File: src/rtl/fwd_sel_pkg.sv
package fwd_sel_pkg;

  localparam int OPND_W = 64;
  localparam int REG_ID_W = 4;

  // forwarding sources, index 0 is the youngest and wins
  typedef enum int unsigned {
    SRC_EX_ALU  = 0,
    SRC_MEM_LD  = 1,
    SRC_MEM_ALU = 2,
    SRC_WB_LD   = 3,
    SRC_WB_ALU  = 4,
    SRC_COUNT   = 5
  } fwd_src_e;

  typedef enum logic [1:0] {
    KIND_PLAIN = 2'b00,
    KIND_CALL  = 2'b01,
    KIND_JUMP  = 2'b10,
    KIND_MISC  = 2'b11
  } dec_kind_e;

endpackage

File: src/rtl/fwd_hit.sv
module fwd_hit #(
  parameter int ID_W = 4
) (
  input  logic [ID_W-1:0] src_i,
  input  logic [ID_W-1:0] dst_i,
  output logic            hit_o
);
  localparam logic [ID_W-1:0] NONE_ID = {ID_W{1'b1}};

  assign hit_o = (src_i != NONE_ID) && (src_i == dst_i);
endmodule

File: src/rtl/fwd_chain.sv
module fwd_chain #(
  parameter int DATA_W = 64,
  parameter int N      = 5
) (
  input  logic [N-1:0]             hit_i,
  input  logic [N-1:0][DATA_W-1:0] val_i,
  input  logic [DATA_W-1:0]        fallback_i,
  output logic [DATA_W-1:0]        sel_o
);
  // walk from oldest to youngest so the lowest index overrides
  always_comb begin
    sel_o = fallback_i;
    for (int i = N - 1; i >= 0; i--) begin
      if (hit_i[i]) sel_o = val_i[i];
    end
  end
endmodule

File: src/rtl/fwd_operand.sv
module fwd_operand #(
  parameter int DATA_W = 64,
  parameter int ID_W   = 4,
  parameter int N      = 5
) (
  input  logic [ID_W-1:0]          src_i,
  input  logic                     pc_sel_i,
  input  logic [DATA_W-1:0]        pc_i,
  input  logic [N-1:0][ID_W-1:0]   dst_i,
  input  logic [N-1:0][DATA_W-1:0] val_i,
  input  logic [DATA_W-1:0]        rf_i,
  output logic [DATA_W-1:0]        opnd_o
);
  localparam logic [ID_W-1:0] NONE_ID = {ID_W{1'b1}};

  logic [N-1:0]      hit;
  logic [DATA_W-1:0] fwd_val;

  for (genvar g = 0; g < N; g++) begin : g_hit
    fwd_hit #(.ID_W(ID_W)) u_hit (
      .src_i (src_i),
      .dst_i (dst_i[g]),
      .hit_o (hit[g])
    );
  end

  fwd_chain #(.DATA_W(DATA_W), .N(N)) u_chain (
    .hit_i      (hit),
    .val_i      (val_i),
    .fallback_i (rf_i),
    .sel_o      (fwd_val)
  );

  assign opnd_o = pc_sel_i ? pc_i : fwd_val;

  always_comb begin
    if (!pc_sel_i && src_i == NONE_ID) begin
      AST_NONE_TO_RF: assert (opnd_o == rf_i) else $error("none source not from rf");
    end
    if (!pc_sel_i && src_i != NONE_ID && src_i == dst_i[0]) begin
      AST_YOUNGEST_WINS: assert (opnd_o == val_i[0]) else $error("youngest source lost");
    end
  end
endmodule

File: src/rtl/fwd_sel_top.sv
module fwd_sel_top
  import fwd_sel_pkg::*;
#(
  parameter int DATA_W = OPND_W,
  parameter int ID_W   = REG_ID_W
) (
  input  logic [ID_W-1:0]   dec_src_a_i,
  input  logic [ID_W-1:0]   dec_src_b_i,
  input  logic [1:0]        dec_kind_i,
  input  logic [DATA_W-1:0] dec_next_pc_i,
  input  logic [ID_W-1:0]   ex_dst_alu_i,
  input  logic [DATA_W-1:0] ex_alu_val_i,
  input  logic [ID_W-1:0]   mem_dst_alu_i,
  input  logic [ID_W-1:0]   mem_dst_ld_i,
  input  logic [DATA_W-1:0] mem_alu_val_i,
  input  logic [DATA_W-1:0] mem_ld_val_i,
  input  logic [ID_W-1:0]   wb_dst_alu_i,
  input  logic [ID_W-1:0]   wb_dst_ld_i,
  input  logic [DATA_W-1:0] wb_alu_val_i,
  input  logic [DATA_W-1:0] wb_ld_val_i,
  input  logic [DATA_W-1:0] rf_a_val_i,
  input  logic [DATA_W-1:0] rf_b_val_i,
  output logic [DATA_W-1:0] opnd_a_o,
  output logic [DATA_W-1:0] opnd_b_o
);
  localparam int N = int'(SRC_COUNT);
  localparam logic [ID_W-1:0] NONE_ID = {ID_W{1'b1}};

  logic [N-1:0][ID_W-1:0]   dst;
  logic [N-1:0][DATA_W-1:0] val;
  logic                     a_pc_sel;

  // order of the arrays is the forwarding priority
  always_comb begin
    dst[SRC_EX_ALU]  = ex_dst_alu_i;   val[SRC_EX_ALU]  = ex_alu_val_i;
    dst[SRC_MEM_LD]  = mem_dst_ld_i;   val[SRC_MEM_LD]  = mem_ld_val_i;
    dst[SRC_MEM_ALU] = mem_dst_alu_i;  val[SRC_MEM_ALU] = mem_alu_val_i;
    dst[SRC_WB_LD]   = wb_dst_ld_i;    val[SRC_WB_LD]   = wb_ld_val_i;
    dst[SRC_WB_ALU]  = wb_dst_alu_i;   val[SRC_WB_ALU]  = wb_alu_val_i;
  end

  assign a_pc_sel = (dec_kind_i == KIND_CALL) || (dec_kind_i == KIND_JUMP);

  fwd_operand #(.DATA_W(DATA_W), .ID_W(ID_W), .N(N)) u_opnd_a (
    .src_i    (dec_src_a_i),
    .pc_sel_i (a_pc_sel),
    .pc_i     (dec_next_pc_i),
    .dst_i    (dst),
    .val_i    (val),
    .rf_i     (rf_a_val_i),
    .opnd_o   (opnd_a_o)
  );

  fwd_operand #(.DATA_W(DATA_W), .ID_W(ID_W), .N(N)) u_opnd_b (
    .src_i    (dec_src_b_i),
    .pc_sel_i (1'b0),
    .pc_i     (dec_next_pc_i),
    .dst_i    (dst),
    .val_i    (val),
    .rf_i     (rf_b_val_i),
    .opnd_o   (opnd_b_o)
  );

  always_comb begin
    if (dec_kind_i == 2'b01 || dec_kind_i == 2'b10) begin
      AST_PC_OVERRIDE: assert (opnd_a_o == dec_next_pc_i) else $error("pc override lost");
    end
    if (dec_src_b_i == NONE_ID) begin
      AST_B_NO_PC: assert (opnd_b_o == rf_b_val_i) else $error("operand b not from rf");
    end
    if (dec_src_b_i != NONE_ID && dec_src_b_i == ex_dst_alu_i) begin
      AST_B_EX_FWD: assert (opnd_b_o == ex_alu_val_i) else $error("operand b missed execute");
    end
  end
endmodule

File: config.mk
export PLATFORM = sky130hd
export DESIGN_NAME = fwd_sel_top
export DESIGN_NICKNAME = d
export VERILOG_FILES = /design/src/rtl/fwd_sel_pkg.sv /design/src/rtl/fwd_hit.sv /design/src/rtl/fwd_chain.sv /design/src/rtl/fwd_operand.sv /design/src/rtl/fwd_sel_top.sv
export SDC_FILE = /design/constraint.sdc
export NUM_CORES = 1
export LEC_CHECK = 0
export ABC_CLOCK_PERIOD_IN_PS = 4100
export BUFFER_PORTS_ARGS = -buffer_cell sky130_fd_sc_hd__clkbuf_2
export CAP_MARGIN = 20
export CORE_AREA = 10 10 254 256
export DETAILED_ROUTE_END_ITERATION = 16
export DIE_AREA = 0 0 264 266
export PLACE_DENSITY = 0.38
export REMOVE_ABC_BUFFERS = 1
export SLEW_MARGIN = 10
export SYNTH_ARGS = -nofsm -noshare
export SYNTH_HDL_FRONTEND = slang
export SYNTH_SLANG_ARGS = --single-unit
File: constraint.sdc
create_clock -name vclk -period 4.1
set_clock_uncertainty 0.2 [all_clocks]
set_input_delay 0.82 -clock vclk [all_inputs]
set_output_delay 0.82 -clock vclk [all_outputs]
set_load 0.05 [all_outputs]
# --- Yosys cells after proc, flatten, opt, wreduce, memory -nomap -nowiden ---
# Index checks and enable logic that the tools add are counted.
op_classes:
  eq_ne: 14
  muxes: 11
  reduce_logical: 11
op_table:
  columns: ["operator", "n"]
  rows:
  - ["$mux W64", 11]
  - ["$eq A4 B4 Y1", 10]
  - ["$logic_and A1 B1 Y1", 10]
  - ["$ne A4 B4 Y1 const B", 2]
  - ["$eq A2 B1 Y1 const B", 1]
  - ["$eq A2 B2 Y1 const B", 1]
  - ["$logic_or A1 B1 Y1", 1]
word_totals:
  register_bits: 0
  inputBits: 542
  out_inout_bits: 128
  elab_cells: 36

# --- Depth between registers and ports, before layout ---
logic_depth:
  word_depth: 8
  depth_mapped: 8
  mapped_depth_nobuf: 5

# --- By module ---
# Synthesis repeated with hierarchy kept, for this count alone.
unflattened:
  hier_cells: 1098
  area_unflattened_um2: 11030.6
modules_own_cells:
  columns: ["module", "n_inst", "cells_per_inst", "area_per_inst_um2", "seq_area_each_um2"]
  rows:
  - ["fwd_chain", 2, 442, 4144.0, 0.0]
  - ["fwd_operand", 2, 71, 1077.3, 0.0]
  - ["fwd_hit", 10, 7, 57.6, 0.0]
  - ["fwd_sel_top", 1, 2, 12.5, 0.0]

# --- Least setup slack after synthesis ---
# OpenSTA, ideal clock, no wires.
synth_timing:
  path_kind: "input-to-output"
  from: "in dec_src_b_i[0]"
  to: "out opnd_b_o[0]"
  arrival_ns: 3.068
  required_time_ns: 3.080
  setup_slack_ns: 0.012
  stages: 7
  n_path_buf: 2
  path_cell_list: "buf_2 and3_4 a211oi_2 buf_2 and3_1 o311ai_1 a221oi_1"
synth_via:
  elab_chain_len: 7
  elab_cells_between_ends: 16
  cone_classes: "6 x eq/ne; 5 x mux; 5 x reduce/logical"
synth_rtl:
  columns: ["item", "line", "rtl"]
  rows:
  - ["start, declared", "fwd_sel_top.sv:8", "input logic [ID_W-1:0] dec_src_b_i,"]
  - ["$ne A4 B4 Y1 / $eq A4 B4 Y1 (equally long branches)", "fwd_hit.sv:10", "assign hit_o = (src_i != NONE_ID) && (src_i == dst_i);"]
  - ["$logic_and A1 B1 Y1", "fwd_hit.sv:10", null]
  - ["$mux W64 (4 in a row)", "fwd_chain.sv:14", "if (hit_i[i]) sel_o = val_i[i];"]
  - ["$mux W64 (*)", "fwd_chain.sv:14", null]
  - ["end, declared", "fwd_sel_top.sv:24", "output logic [DATA_W-1:0] opnd_b_o"]
# Every way passes the cells marked *; elsewhere a longest branch is shown, timed or not.

# --- Worst setup path after layout ---
layout_timing:
  from: "in dec_src_a_i[1]"
  to: "out opnd_a_o[52]"
layout_via:
  elab_chain_len: 8
  elab_cells_between_ends: 17
  cone_classes: "6 x eq/ne; 6 x mux; 5 x reduce/logical"
layout_rtl:
  columns: ["item", "line", "rtl"]
  rows:
  - ["start, declared", "fwd_sel_top.sv:7", "input logic [ID_W-1:0] dec_src_a_i,"]
  - ["$ne A4 B4 Y1 / $eq A4 B4 Y1 (equally long branches)", "fwd_hit.sv:10", null]
  - ["$logic_and A1 B1 Y1", "fwd_hit.sv:10", null]
  - ["$mux W64 (4 in a row)", "fwd_chain.sv:14", null]
  - ["$mux W64 (*)", "fwd_chain.sv:14", null]
  - ["$mux W64 (*)", "fwd_operand.sv:34", "assign opnd_o = pc_sel_i ? pc_i : fwd_val;"]
  - ["end, declared", "fwd_sel_top.sv:23", "output logic [DATA_W-1:0] opnd_a_o,"]
# Marked as above.

==> qor.csv <==
stage,metric,value,unit
sta,tightest_slew,640.4,ps
sta,hold_ws,1826,ps
routing,drt_wl_total,77.82,mm
worst_hold_path,hold_class,in2out,
critical_path,cp-end-kind,output port,
critical_path,path_depth,9,
sta,final_hold_viol_count,0,
sta,finalCritPeriodShare,97.49,%
global_route,track_usage,20.24,%
sta,grt_setup_unrepaired,no,
placement,port_buffers,670,
cells_and_area,fin_util,26.48,%
placement,gp_congestion,0.8852,
global_route,grt_use_met2,35.49,%
worst_hold_path,holdCritStartpoint,mem_ld_val_i[46],
die,die_x,264,microns
global_route,grt_pass1_vias,16288,
critical_path,required,3080,ps
sta,setup_viol,0,
cells_and_area,fillers,6676,
logic_synthesis,yosysSeqAreaShare,0,%
flow_run,drv_cap,0,
global_route,grt_overflow_total,0,
sta,slew_headroom,56.63,%
critical_path,worstPathMaxFanout,60,
die,core_area,59680,sq um
critical_path,critical_path.startpoint,dec_src_a_i[1],
logic_synthesis,synth_area,9727,sq um
routing,first_iter_violations,1512,
pwr,leakage,0.006878,uW
routing,vias,15482,
die,fp.dieH,266,microns
logic_synthesis,synth_top_cell_by_area,o311ai_1,
logic_synthesis,yosys-top-cells-area,"o311ai_1 (12%), a21boi_1 (9.9%), a221oi_2 (9.3%)",
global_route,grt_pass1_wl,111.3,mm
cells_and_area,seq_cells,0,
critical_path,crit_family,compound AO/OA/AOI/OAI gates,
die,dieArea,70220,sq um
routing,antenna_left,0,
critical_path,crit_buf_inv,4,
logic_synthesis,avgSynthCellArea,6.778,sq um
logic_synthesis,synth_top_area_share,11.53,%
global_route,met1_usage,24.14,%
routing,detail_route.wl_per_cell,27.95,microns
die,start_util,16.30,%
sta,fmax,250.2,MHz
logic_synthesis,synth_cells,1435,
cells_and_area,drive_above_1_share,42.79,%
critical_path,worst_path_most_repeated_cell,buf_12,
sta,period_minus_slack,3997,ps
die,placement_rows,90,
critical_path,critPathArrivalTime,2980,ps
routing,via_per_inst,5.561,
cts,cts_hold_buffers,0,
global_route,grt_max_degree,67,
global_route,grtUsageMet3,4.637,%
outcome,status,finished clean,
logic_synthesis,yosys.cell_types.count,42,
logic_synthesis,yosysWarnings,0,
routing,first_pass_iters,6,
cells_and_area,multiInputGateArea,8711,sq um
cells_and_area,nets,2535,
cells_and_area,register_area,0,sq um
routing,drc,0,
cells_and_area,clkbuf_count,0,
pwr,p_per_area,242.8,nW/um^2
critical_path,worstSetupPathType,in2out,
cells_and_area,area_growth,62.48,%
placement,dp_hpwl,59.83,mm
sta,slew_violations,0,
pwr,peakVddDrop,0.1337,mV
critical_path,cpMaxStageDelayCell,o311ai_1,
critical_path,path_cells,clkbuf_2 > and2_4 > a311oi_4 > buf_4 > buf_12 > a21boi_1 > o311ai_1 > o211ai_1 > buf_12,
global_route,grt_busiest_layer,met2,
worst_hold_path,hold_depth,4,
global_route,antenna_found_initial,13,
critical_path,start_kind,primary input,
die,io_pins,670,
critical_path,slowest_delay,500,ps
==> layout make-up <==
| cell class | count | share of cell area (%) |
|---|---|---|
| timing repair buffer | 762 | 37.00 |
| tap | 782 | 6.191 |
| multi-input combinational | 1165 | 55.12 |
| inverter | 64 | 1.520 |
| antenna | 11 | 0.1742 |
==> kinds of logic (layout without fill, tap and decap cells) <==
logic type                after synthesis  count (layout)  synth area share [%]
and+or+nand+nor                       475             475                 28.75
AOI/OAI and AO/OA                     650             650                 55.13
buffers and inverters                 270             826                 12.52
other                                   0              11                     0
xor gates and xnor gates               40              40                 3.602
==> metrics by stage <==
stage	setup WS, ps	power (uW)	TNS (ps)	std cells	cell area [sq um]
global route	19.40	3993	0	2783	15800
global placement	-48.89	3764	-60.14	2766	15660
floorplan	-4600	1896	-526870	1229	8750
detailed placement	-23.60	3775	-24.34	2766	15660
finish	103.0	3837	0	2784	15800
CTS	0.5225	3786	0	2766	15660
==> where the power goes <==
part / internal (uW) / switching, uW / leakage, uW / total (uW)
Combinational: 1500 / 2340 / 0.00688 / 3840
Sequential: 0 / 0 / 0 / 0
Clock: 0.000359 / 0 / 0.0000000697 / 0.000359
==> cells in the final DEF (no fill, tap or decap), drive strengths merged, types with 2 or more instances in the layout <==
| cell | instances |
|---|---|
| o221ai | 64 |
| a21oi | 64 |
| or3 | 64 |
| inv | 64 |
| and2 | 2 |
| a21boi | 128 |
| diode | 11 |
| o21ai | 66 |
| o31a | 64 |
| a221oi | 64 |
| or2 | 3 |
| xor2 | 28 |
| nor3b | 64 |
| and3 | 131 |
| nor3 | 2 |
| nand3 | 2 |
| a311oi | 2 |
| nand3b | 64 |
| nand2 | 70 |
| nand4 | 2 |
| clkbuf | 587 |
| xnor2 | 12 |
| o311ai | 128 |
| nor2 | 69 |
| buf | 175 |
| o211ai | 65 |
==> metal layers <==
layer,up-vias,share of wire (%),wire (microns)
met3,143,8.8,6809
met4,2,2.8,2194
met1,7564,40,30770
met2,936,49,38030
met5,-,0.017,13
li1,6837,-,-
==> what timing repair did <==
item | in CTS | in global routing
resized for setup | 1 | 4
pin swaps | 0 | 6
gates cloned | 0 | 2
setup buffers | 0 | 5
endpoints found under the setup margin | 1 | 16
==> cells in the mapped netlist, types with 2 or more instances <==
| cell | number |
|---|---|
| o221ai_1 | 64 |
| xor2_1 | 28 |
| a311oi_2 | 2 |
| a221oi_1 | 4 |
| o21ai_0 | 64 |
| a21boi_1 | 128 |
| clkbuf_2 | 2 |
| a21oi_1 | 64 |
| clkbuf_1 | 96 |
| o211ai_1 | 65 |
| o311ai_1 | 128 |
| nand4_1 | 2 |
| o31a_1 | 64 |
| or2_1 | 3 |
| or3_1 | 64 |
| and3_1 | 130 |
| a221oi_2 | 60 |
| inv_1 | 64 |
| buf_1 | 5 |
| o21ai_1 | 2 |
| nor3b_1 | 64 |
| buf_6 | 8 |
| nand3_1 | 2 |
| buf_4 | 9 |
| buf_2 | 86 |
| xnor2_1 | 12 |
| nand3b_1 | 64 |
| nand2_1 | 70 |
| nor2_1 | 68 |
==> worst paths after layout <==
path / slack [ps] / to
setup / recovery: 100 / opnd_a_o[52]
hold / removal: 1830 / opnd_b_o[46]
Power figures use the tool's default switching activity.
